## src/rtl/dac_seq_pkg.sv

```systemverilog
package dac_seq_pkg;
  localparam int DIV_W   = 6;
  localparam int LO_W    = 2;
  localparam int SETUP_W = 4;
  localparam int GAP_W   = 8;
  localparam int HI_MAX  = 4;
  localparam int PER_MAX = HI_MAX + (1 << LO_W);
  localparam int BCNT_W  = $clog2(PER_MAX);

  typedef enum logic [1:0] {
    PH_IDLE  = 2'd0,
    PH_SETUP = 2'd1,
    PH_HOLD  = 2'd2
  } phase_e;

  typedef struct packed {
    logic [DIV_W-1:0]   div;
    logic               hi_sel;
    logic [LO_W-1:0]    lo;
    logic [SETUP_W-1:0] setup;
    logic [GAP_W-1:0]   gap;
  } cfg_t;
endpackage

```

## src/rtl/dac_tick_div.sv

```systemverilog
module dac_tick_div
  import dac_seq_pkg::*;
(
  input  logic             clk_i,
  input  logic             rst_ni,
  input  logic             clr_i,
  input  logic [DIV_W-1:0] div_i,
  output logic             tick_o
);
  logic [DIV_W-1:0] cnt_q;

  assign tick_o = (cnt_q == div_i);

  always_ff @(posedge clk_i or negedge rst_ni) begin
    if (!rst_ni)     cnt_q <= '0;
    else if (clr_i)  cnt_q <= '0;
    else if (tick_o) cnt_q <= '0;
    else             cnt_q <= cnt_q + DIV_W'(1);
  end
endmodule

```

## src/rtl/dac_period_gen.sv

```systemverilog
module dac_period_gen
  import dac_seq_pkg::*;
(
  input  logic            clk_i,
  input  logic            rst_ni,
  input  logic            clr_i,
  input  logic            tick_i,
  input  logic            hi_sel_i,
  input  logic [LO_W-1:0] lo_i,
  output logic            high_o,
  output logic            end_o
);
  localparam int LW = BCNT_W + 1;

  logic [BCNT_W-1:0] bcnt_q;
  logic [LW-1:0]     hi_len, per_len;
  logic              last;

  assign hi_len  = hi_sel_i ? LW'(4) : LW'(2);
  assign per_len = hi_len + LW'(lo_i) + LW'(1);
  assign last    = ({1'b0, bcnt_q} == (per_len - LW'(1)));
  assign high_o  = ({1'b0, bcnt_q} < hi_len);
  assign end_o   = tick_i && last;

  always_ff @(posedge clk_i or negedge rst_ni) begin
    if (!rst_ni)     bcnt_q <= '0;
    else if (clr_i)  bcnt_q <= '0;
    else if (end_o)  bcnt_q <= '0;
    else if (tick_i) bcnt_q <= bcnt_q + BCNT_W'(1);
  end
endmodule

```

## src/rtl/dac_phase_seq.sv

```systemverilog
module dac_phase_seq
  import dac_seq_pkg::*;
(
  input  logic               clk_i,
  input  logic               rst_ni,
  input  logic               en_i,
  input  logic               end_i,
  input  logic [SETUP_W-1:0] setup_i,
  input  logic [GAP_W-1:0]   gap_i,
  output logic               start_o,
  output logic               run_o,
  output logic               act_o,
  output logic               setup_o,
  output logic               hold_o
);
  phase_e             ph_q;
  logic [SETUP_W-1:0] scnt_q;
  logic [GAP_W-1:0]   gcnt_q, gcnt_n;
  logic               act_q;

  assign start_o = (ph_q == PH_IDLE) && en_i;
  assign run_o   = (ph_q != PH_IDLE);
  assign act_o   = act_q;
  assign setup_o = (ph_q == PH_SETUP);
  assign hold_o  = (ph_q == PH_HOLD);
  assign gcnt_n  = gcnt_q + GAP_W'(1);

  always_ff @(posedge clk_i or negedge rst_ni) begin
    if (!rst_ni) begin
      ph_q   <= PH_IDLE;
      scnt_q <= '0;
      gcnt_q <= '0;
      act_q  <= 1'b0;
    end else if (start_o) begin
      ph_q   <= PH_SETUP;
      scnt_q <= '0;
      gcnt_q <= '0;
      act_q  <= 1'b1;
    end else if (run_o && end_i) begin
      if (!en_i) begin
        ph_q  <= PH_IDLE;
        act_q <= 1'b0;
      end else if (ph_q == PH_SETUP && scnt_q != setup_i) begin
        scnt_q <= scnt_q + SETUP_W'(1);
        act_q  <= 1'b1;
      end else begin
        ph_q <= PH_HOLD;
        if (act_q) begin
          // gap count restarts after every pulse
          gcnt_q <= '0;
          act_q  <= (gap_i == '0);
        end else begin
          gcnt_q <= gcnt_n;
          act_q  <= (gcnt_n == gap_i);
        end
      end
    end
  end
endmodule

```

## src/rtl/dac_smpl_seq.sv

```systemverilog
module dac_smpl_seq
  import dac_seq_pkg::*;
(
  input  logic               clk_i,
  input  logic               rst_ni,
  input  logic               en_i,
  input  logic [DIV_W-1:0]   clkdiv_i,
  input  logic               hi_sel_i,
  input  logic [LO_W-1:0]    lo_code_i,
  input  logic [SETUP_W-1:0] setup_cnt_i,
  input  logic [GAP_W-1:0]   hold_gap_i,
  output logic               smpl_clk_o,
  output logic               setup_act_o,
  output logic               hold_act_o
);
  cfg_t cfg_q;
  logic start, run, act, tick, high, per_end;

  always_ff @(posedge clk_i or negedge rst_ni) begin
    if (!rst_ni) cfg_q <= '0;
    else if (start) begin
      cfg_q.div    <= clkdiv_i;
      cfg_q.hi_sel <= hi_sel_i;
      cfg_q.lo     <= lo_code_i;
      cfg_q.setup  <= setup_cnt_i;
      cfg_q.gap    <= hold_gap_i;
    end
  end

  dac_tick_div u_div (
    .clk_i  (clk_i),
    .rst_ni (rst_ni),
    .clr_i  (!run),
    .div_i  (cfg_q.div),
    .tick_o (tick)
  );

  dac_period_gen u_per (
    .clk_i    (clk_i),
    .rst_ni   (rst_ni),
    .clr_i    (!run),
    .tick_i   (tick),
    .hi_sel_i (cfg_q.hi_sel),
    .lo_i     (cfg_q.lo),
    .high_o   (high),
    .end_o    (per_end)
  );

  dac_phase_seq u_seq (
    .clk_i   (clk_i),
    .rst_ni  (rst_ni),
    .en_i    (en_i),
    .end_i   (per_end),
    .setup_i (cfg_q.setup),
    .gap_i   (cfg_q.gap),
    .start_o (start),
    .run_o   (run),
    .act_o   (act),
    .setup_o (setup_act_o),
    .hold_o  (hold_act_o)
  );

  assign smpl_clk_o = run && act && high;
endmodule

```

## config.mk

```make
export PLATFORM = sky130hd
export DESIGN_NAME = dac_smpl_seq
export DESIGN_NICKNAME = d
export VERILOG_FILES = /design/src/rtl/dac_seq_pkg.sv /design/src/rtl/dac_tick_div.sv /design/src/rtl/dac_period_gen.sv /design/src/rtl/dac_phase_seq.sv /design/src/rtl/dac_smpl_seq.sv
export SDC_FILE = /design/constraint.sdc
export NUM_CORES = 1
export LEC_CHECK = 0
export BUFFER_PORTS_ARGS = -buffer_cell sky130_fd_sc_hd__buf_2
export CELL_PAD_IN_SITES_DETAIL_PLACEMENT = 1
export CELL_PAD_IN_SITES_GLOBAL_PLACEMENT = 2
export CORE_MARGIN = 8
export CORE_UTILIZATION = 30
export CTS_CLUSTER_SIZE = 24
export DETAILED_ROUTE_END_ITERATION = 10
export PLACE_DENSITY_LB_ADDON = 0.1
export SYNTH_ARGS = -nofsm -noshare
export SYNTH_HDL_FRONTEND = slang
export SYNTH_SLANG_ARGS = --single-unit
```

## constraint.sdc

```tcl
create_clock -name clk_i -period 4.04 [get_ports clk_i]
set_clock_uncertainty 0.05 [all_clocks]
set_input_delay 0.808 -clock clk_i [delete_from_list [all_inputs] [get_ports clk_i]]
set_output_delay 0.808 -clock clk_i [all_outputs]
set_load 0.02 [all_outputs]
```

Yosys cells after proc, flatten, opt, wreduce, memory -nomap -nowiden. Cells that the tools add are included. W data, S select, Z words.

Eq/ne operators: 9. Multiplexer cells: 24. Shift-type cells: 0. Magnitude comparators: 1. Multipliers: 0. Divide/modulo/power cells: 0. $add $sub $neg: 7. Reduce and logical (&&, ||, !) cells: 15. Bitwise operators: 0.

Operators with widths (count): $mux W8 (5); $mux W4 (4); $mux W3 (4); $mux W6 (2); $add A4 B1 Y4 const B (2); $add A8 B1 Y8 const B (1); $eq A8 B8 Y1 (1); $logic_not A8 Y1 (1); $mux W2 (4); $reduce_bool A2 Y1 (4); $add A6 B1 Y6 const B (1); $eq A6 B6 Y1 (1); $logic_and A1 B1 Y1 (6); $reduce_and A3 Y1 (2); $mux W1 (5); $add A4 B2 Y4 (1); $eq A3 B4 Y1 (1); $lt A3 B4 Y1 (1); $ne A4 B4 Y1 (1); $sub A4 B1 Y4 const B (1); $add A3 B1 Y3 const B (1); $ne A3 B1 Y1 const B (1); $ne A3 B3 Y1 const B (1); $eq A2 B1 Y1 const B (1); 4 further kinds (4).

Latch bits: 0. Bits in read-only memories: 0. Output and inout bits: 3. Logic and storage cells: 67. Register bits: 45. Memories: 0. Bits of input ports: 24. Memory bits (writable): 0.

Depth between registers and ports, before layout. Gate-level depths: netlist of run 1.

Word-level depth: 9. Depth in mapped cells: 10. Mapped depth without buffers: 9.

By module. Synthesis of run 1 repeated with hierarchy kept, for this count alone.

Cells, all modules: 233. Area, all modules: 2620.0 um^2.

By module, submodules not included: dac_phase_seq (sequential area each 375.4 um^2, cells an instance 127, instances 1, area an instance 1114.8 um^2); dac_smpl_seq (sequential area each 525.5 um^2, cells an instance 46, instances 1, area an instance 869.6 um^2); dac_tick_div (sequential area each 150.1 um^2, cells an instance 33, instances 1, area an instance 361.6 um^2); dac_period_gen (sequential area each 75.1 um^2, cells an instance 27, instances 1, area an instance 274.0 um^2).

Worst setup path before layout of run 1. No wires, ideal clock.

Path kind: register to register. Start: register cfg_q[14] (netlist bit). End: register u_seq.gcnt_q[4]. Stages on the path, launching flop included: 11. Path buffers: 1. Arrival time: 2286 ps. Setup slack: 1609 ps. Path through: dfrtp_1 inv_1 ha_1 xnor2_1 a2111oi_4 nand3_2 or4_4 buf_6 nor2b_1 o21ai_1 o31ai_1.

Word-level cells in the longest chain between the ends: 9.

RTL lines: start: declaration (line dac_smpl_seq.sv:16) `cfg_t cfg_q;`; $mux W3 (line dac_period_gen.sv:19) `assign hi_len = hi_sel_i ? LW'(4) : LW'(2);`; $add A4 B2 Y4 (line dac_period_gen.sv:20) `assign per_len = hi_len + LW'(lo_i) + LW'(1);`; $add A4 B1 Y4 (line dac_period_gen.sv:20); $sub A4 B1 Y4 (line dac_period_gen.sv:21) `assign last = ({1'b0, bcnt_q} == (per_len - LW'(1)));`; $eq A3 B4 Y1 (line dac_period_gen.sv:21); $logic_and A1 B1 Y1 (line dac_period_gen.sv:23) `assign end_o = tick_i && last;`; $logic_and A1 B1 Y1 (line dac_phase_seq.sv:39) `end else if (run_o && end_i) begin`; $reduce_bool A2 Y1 (no line); $reduce_and A3 Y1 (no line); end signal: assignment (line dac_phase_seq.sv:53) `gcnt_q <= gcnt_n;`; end: declaration (line dac_phase_seq.sv:18) `logic [GAP_W-1:0] gcnt_q, gcnt_n;`.

Every way passes these cells. A chain may end at the register's enable or synchronous reset.

Final worst setup path of run 1.
Start: register cfg_q[14] (netlist bit). End: register u_seq.scnt_q[3].

Word-level cells in the longest chain between the ends: 9.

RTL lines: $mux W3 (line dac_period_gen.sv:19); $add A4 B2 Y4 (line dac_period_gen.sv:20); $add A4 B1 Y4 (line dac_period_gen.sv:20); $sub A4 B1 Y4 (line dac_period_gen.sv:21); $eq A3 B4 Y1 (line dac_period_gen.sv:21); $logic_and A1 B1 Y1 (line dac_period_gen.sv:23); $logic_and A1 B1 Y1 (line dac_phase_seq.sv:39); $reduce_bool A2 Y1 (no line); $reduce_and A3 Y1 (no line); end signal: assignment (line dac_phase_seq.sv:44) `scnt_q <= scnt_q + SETUP_W'(1);`; end: declaration (line dac_phase_seq.sv:17) `logic [SETUP_W-1:0] scnt_q;`.

Every way passes these cells.

==> results of run 1 <==
-- logic make-up after synthesis --
| group | count (synthesis) |
|---|---|
| XOR/XNOR | 26 |
| AO/OA/AOI/OAI | 40 |
| adder cells (fa/ha/maj) | 7 |
| flip-flops | 45 |
| buffers and inverters | 11 |
| AND/OR/NAND/NOR | 78 |
| multiplexers | 21 |
-- registers in the layout, summed over array words and instances, names as in the netlist --
signal	flops
cfg_q	21
u_seq.gcnt_q	8
u_div.cnt_q	6
u_seq.scnt_q	4
u_per.bcnt_q	3
u_seq.ph_q	2
u_seq.act_o	1
-- worst register-to-register path, stage by stage, from the launching register on --
cell       delay (ps)
dfrtp_1           410
inv_1             110
ha_1              300
xnor2_1           170
a2111oi_4         410
nand3_2           210
nor3_1            530
nand4_1           190
xor2_1            160
nor2_1             50
-- routing by layer --
metal	up-vias	share of wire, %
li1	862	-
met1	886	48
met2	19	48
met3	8	2.7
met4	0	1.4
met5	-	0
-- area by class of cell --
cell class | count | area share (%)
Tap cell | 102 | 4.66
Multi-Input combinational cell | 172 | 45.2
Clock buffer | 5 | 2.51
Clock inverter | 3 | 0.640
Inverter | 4 | 0.549
Timing Repair Buffer | 28 | 5.30
Sequential cell | 45 | 41.2
-- power groups by stage --
stage                     logic, µW  registers (µW)  clock network, µW
after floorplan                 419             707                  0
after global placement          500             755                  0
after detailed placement        520             759                  0
after CTS                       523             749                299
after global routing            581             774                310
final                           505             742                284
-- worst max path at each step --
stage                                startpoint  slack, ps                          end  cells past startpoint
after detailed placement  cfg_q[14]$_DFFE_PN0P_       1320  u_seq.scnt_q[3]$_DFFE_PN0P_                      9
after global placement                     en_i       1400         cfg_q[5]$_DFFE_PN0P_                      5
after global routing      cfg_q[14]$_DFFE_PN0P_       1020  u_seq.scnt_q[3]$_DFFE_PN0P_                      9
after floorplan           cfg_q[14]$_DFFE_PN0P_       1610  u_seq.gcnt_q[4]$_DFFE_PN0P_                     10
final                     cfg_q[14]$_DFFE_PN0P_       1360  u_seq.scnt_q[3]$_DFFE_PN0P_                      9
after CTS                 cfg_q[14]$_DFFE_PN0P_       1310  u_seq.scnt_q[3]$_DFFE_PN0P_                      9
-- synthesized netlist by cell type (4+ instances only) --
master / n / area [µm²]
dfrtp_1: 45 / 1130
nor2_1: 23 / 86.3
mux2_2: 20 / 225
xor2_1: 18 / 158
nand2_1: 16 / 60.1
o21ai_0: 13 / 65.1
xnor2_1: 8 / 70.1
ha_1: 7 / 87.6
nand3_1: 7 / 35.0
nor3_1: 7 / 35.0
nand2b_1: 6 / 37.5
clkbuf_1: 5 / 18.8
o21ai_1: 5 / 25.0
a21oi_1: 4 / 20.0
inv_1: 4 / 15.0
o31ai_1: 4 / 30.0
-- stage by stage --
step	cell area [µm²]	worst slack, ps	total power, µW	cells	utilization (%)
after floorplan	2410	1610	1130	228	-
after global placement	2650	1400	1250	351	34.1
after detailed placement	2650	1320	1280	351	34.1
after CTS	2740	1310	1570	359	35.2
after global routing	2740	1020	1670	359	35.2
final	2740	1360	1530	359	35.2
==> impl_metrics.toml, run 1 <==
[run_status]
outcome = "completed"

[sta]
drv_slew = 0
tightest_slew_ps = 747
finalCriticalPeriod_ps = 2680
timing.fmax_mhz = 374
timing.hold.ws_ps = 460
maxSlewHeadroom_pct = 50.2
timing_hold_violations_final = 0
post-route-period-util_pct = 66.3
grt_setup_unrepaired = "no"
setup_total_negative_slack_ps = 0
setup_violations = 0

[worst_setup_path]
r2r_end = "u_seq.scnt_q[3]$_DFFE_PN0P_"
path_buf_inv = 1
cp.arrival_ps = 2820
r2r_slack_ps = 1360
reg2reg_from = "cfg_q[14]$_DFFE_PN0P_"
crit_chain = "inv_1 > ha_1 > xnor2_1 > a2111oi_4 > nand3_2 > nor3_1 > nand4_1 > xor2_1 > nor2_1"
critPathRequiredTime_ps = 4180
worstSetupPathType = "reg -> reg"
endpoint_kind = "flip-flop"
cp_slowest_cell = "nor3_1"
path_delay_family = "simple AND/OR/NAND/NOR gates"
start_kind = "flip-flop"
worstRegToRegCells = 9
crit_path_max_fanout = 7
worst_path_largest_cell_delay_ps = 520

[worst_hold_path]
holdCritStartpoint = "u_div.cnt_q[0]$_DFF_PN0_"
hp-class = "reg -> reg"
min_to = "u_div.cnt_q[0]$_DFF_PN0_"
whs_path_depth = 1

[synth]
avgSynthCellArea_um2 = 10.6
synth_async_sr_flop_share_pct = 100
synthAdderAreaFrac_pct = 3.64
synth-xor-area-share_pct = 9.46
synth_top_family_by_area = "simple AND/OR/NAND/NOR gates"
postSynthCellCount = 228
synthesis.nets = 259
ys_types = 43
synth_ff_type = "dfrtp_1"
synth_edf_count = 0
synth_compound_area_share_pct = 11.6
syn_area_mm2 = 0.00241
synthSimpleGateAreaFrac_pct = 16.6
ys_ff_latch = 45
synthMuxAreaShare_pct = 9.77
ys_warn_count = 0
yosysSeqAreaShare_pct = 46.8

[power_and_ir_drop]
p_leak_uw = 0.00119
cellPowerDensity_mw_per_mm2 = 559
p_sw_uw = 555
ir_drop_v = 0.000219
seqPwrFrac_pct = 48.5
switching_share_pct = 36.3
p_clk_share_pct = 18.5
power_frac_comb_pct = 33.0
internal_power_uw = 975

[grt]
grt_first_pass_wirelength_um = 9980
grt_busiest_layer = "met2"
met3_usage_pct = 2.25
grt_max_degree = 33
grt_overflow = 0
grt_use_met1_pct = 13.9
antenna_found_initial = 0
use_met2_pct = 17.9
grtUsageTotal_pct = 10.9
grt_pass1_vias = 2010

[clock_network]
clk_pin_slew_ps = 90
cts_root_buf = "clkbuf_8"
h-tree-depth = 2
cts_setup_buffers = 0
cts.sink_count = 45
holdBufCountCts = 0
cts_made_buffers = 5
cts_tree = "built"
cts.repair.resized = 0
cts_buffer_depth = 2
worstSkewPairLatency_ps = 300

[place]
io_buffers = 26
post-dp-hpwl_um = 4290
gp_congestion = 0.681

[layout]
final_cell_mix = "dfrtp_1, buf_2, nor2_1, mux2_2, xor2_1"
antenna_cells = 0
drive_gt1_share_pct = 26.5
fillers = 915
syn_to_final_growth_pct = 13.7
multiInputGateArea_mm2 = 0.00124
ff_latch_area_mm2 = 0.00113
final_common_cell = "dfrtp_1"
design.final.nets = 287

[run]
cap_violations = 0

[routing]
first_pass_iters = 2
vias = 1775
drc = 0
antenna_left = 0
avgViaCountPerCell = 4.94
first_iter_violations = 41
wl_per_cell_um = 15.9
drt-total-wl_um = 5700

[die]
die_y_um = 106
rows = 32
fp.dieW_um = 106
start_util_pct = 31.0
die-area_mm2 = 0.0111
io_pins = 27
core_mm2 = 0.00777
(Power assumes the default switching activity.)
==> run 2, diff against run 1 <==
Settings changed: ABC_AREA from default to 1.
Clock period 4.04 ns to 2.8 ns, I/O delays scaled along.
==> run 2 against run 1 <==
Compared with the run above: power rose by 71%; via count rose by 24%; area after synthesis rose by 5.7%; clock-buffer cell count rose by 2; critical path type is now reg -> out; largest cell class unchanged.
==> impl_metrics.toml, run 2 <==
[run_status]
outcome = "completed"

[sta]
finalCriticalPeriod_ps = 2320
timing_hold_violations_final = 0
setup_total_negative_slack_ps = 0
drv_slew = 0
tightest_slew_ps = 628
maxSlewHeadroom_pct = 58.2
timing.fmax_mhz = 431
post-route-period-util_pct = 82.8
setup_violations = 0
grt_setup_unrepaired = "no"
timing.hold.ws_ps = 219

[synth]
postSynthCellCount = 341
syn_area_mm2 = 0.00254
ys_warn_count = 0
yosysMostFrequentCell = "nand2_1"
synth_top_cells_by_count = "nand2_1, dfrtp_1, nand3_1"
yosysTopAreaCellShare_pct = 44.2
synth_async_sr_flop_share_pct = 100
synth_ff_type = "dfrtp_1"
ys_ff_latch = 45
synthesis.nets = 372
ys_types = 27
synthTopCellsByArea = "dfrtp_1, nand2_1, nand3_1, inv_1, nor2_1"
synth_top_area_cell = "dfrtp_1"
synth_edf_count = 0
avgSynthCellArea_um2 = 7.46
yosysSeqAreaShare_pct = 44.2

[layout]
final_common_cell = "nand2_1"
regMostFlops = "cfg_q"
ff_latch_area_mm2 = 0.00113
drive_gt1_share_pct = 12.4
finish.utilization_pct = 35.0
largest_reg_flops = 21
top_regs = "cfg_q x21, u_seq.gcnt_q x8, u_div.cnt_q x6"
fillers = 1030
antenna_cells = 0
syn_to_final_growth_pct = 13.0
final_cell_mix = "nand2_1, dfrtp_1, nand3_1, inv_1, nor2_1"
final_area_mm2 = 0.00288
design.final.nets = 400
multiInputGateArea_mm2 = 0.00125

[grt]
grtUsageTotal_pct = 11.9
grt_overflow = 0
grt_pass1_vias = 2353
antenna_found_initial = 0
grt_first_pass_wirelength_um = 11200
grt_max_degree = 32

[routing]
vias = 2199
first_iter_violations = 54
wl_per_cell_um = 13.5
drt-total-wl_um = 6420
avgViaCountPerCell = 4.63
first_pass_iters = 4
drc = 0
antenna_left = 0

[clock_network]
holdBufCountCts = 0
cts.repair.resized = 0
clk_pin_slew_ps = 90
cts_root_buf = "clkbuf_8"
h-tree-depth = 2
cts_buffer_depth = 2
cts.sink_count = 45
cts_setup_buffers = 0
worstSkewPairLatency_ps = 300
cts_tree = "built"
cts_made_buffers = 5

[power_and_ir_drop]
p_leak_uw = 0.00147
total_power_uw = 2620
ir_drop_v = 0.000303
cellPowerDensity_mw_per_mm2 = 911

[place]
io_buffers = 26
post-dp-hpwl_um = 4940
place_area_mm2 = 0.00279
gp_congestion = 0.694

[worst_setup_path]
worst_path_largest_cell_delay_ps = 410
worstSetupPathType = "reg -> out"
start_kind = "flip-flop"
cp_slowest_cell = "a2111oi_0"
endpoint_kind = "primary output"
crit_path_max_fanout = 5
crit_chain = "inv_1 > ha_1 > a2111oi_0 > buf_2"
critPathRequiredTime_ps = 2190
cp.arrival_ps = 1710

[die]
die-area_mm2 = 0.0117
fp.dieW_um = 108
io_pins = 27
core_mm2 = 0.00822
rows = 33
die_y_um = 108
start_util_pct = 31.0

[run]
cap_violations = 0

[worst_hold_path]
hp-class = "in -> async"
run 2: changes by cell type after synthesis, sizes merged, moves of 12 or more:
cell   change
xor2      -12
mux2      -20
nand2    +111
inv       +30
nand3     +31
run 2: worst paths after layout:
kind | start | end | slack, ps | depth (start not counted)
worst min register to register | cfg_q[10]$_DFFE_PN0P_ | cfg_q[10]$_DFFE_PN0P_ | 450 | 2
worst min-delay path | rst_ni | cfg_q[4]$_DFFE_PN0P_ | 220 | 1
max in group asynchronous | rst_ni | u_seq.ph_q[1]$_DFFE_PN0P_ | 1870 | 2
worst max-delay path | cfg_q[14]$_DFFE_PN0P_ | smpl_clk_o | 480 | 4
min in group clk_i | clkdiv_i[0] | cfg_q[15]$_DFFE_PN0P_ | 410 | 3
worst max register to register | cfg_q[14]$_DFFE_PN0P_ | u_seq.gcnt_q[0]$_DFFE_PN0P_ | 740 | 10
run 2: final cells by class:
class	instances	area share, %
Tap cell	105	4.57
Sequential cell	45	39.1
Inverter	34	4.44
Timing Repair Buffer	29	5.31
Clock inverter	1	0.261
Multi-Input combinational cell	254	43.6
Clock buffer	7	2.65
run 2: per-stage QoR:
stage / std cells / setup WS [ps]
after floorplan: 341 / 349
after global placement: 467 / 790
after detailed placement: 467 / 741
after CTS: 475 / 416
after global routing: 475 / 373
final: 475 / 482
run 2: report_power, final:
group          internal [µW]  switching [µW]  total, µW  leakage, µW
Sequential               868             206       1070     0.000584
Combinational            410             735       1140     0.000851
Clock                    177             225        402    0.0000385
Total                   1460            1170       2620      0.00147
run 2: critical path, delay by kind of cell, from the launching register on:
kind            cells  cell delay, ps
compound gates      1             410
fa+ha+maj           1             240
flops               1             390
buf+inv             2             370
run 2: layer usage:
metal  global-route usage, %  routed length [µm]  vias to the layer above
met5                       0                   0                        -
met4                    3.27                  50                        0
met3                    2.68                 209                        4
met2                    20.2                3110                       24
met1                    14.9                3050                     1040
li1                        -                   -                     1131
run 2: cells by family (layout without fill, tap and decap cells):
| family | Yosys count | count (layout) | synth area share, % |
|---|---|---|---|
| AND/OR/NAND/NOR | 209 | 209 | 35.4 |
| flip-flops | 45 | 45 | 44.2 |
| buffers and inverters | 42 | 71 | 6.44 |
| AO/OA/AOI/OAI | 25 | 25 | 6.00 |
| XOR/XNOR | 13 | 13 | 4.47 |
| adder cells (fa/ha/maj) | 7 | 7 | 3.44 |
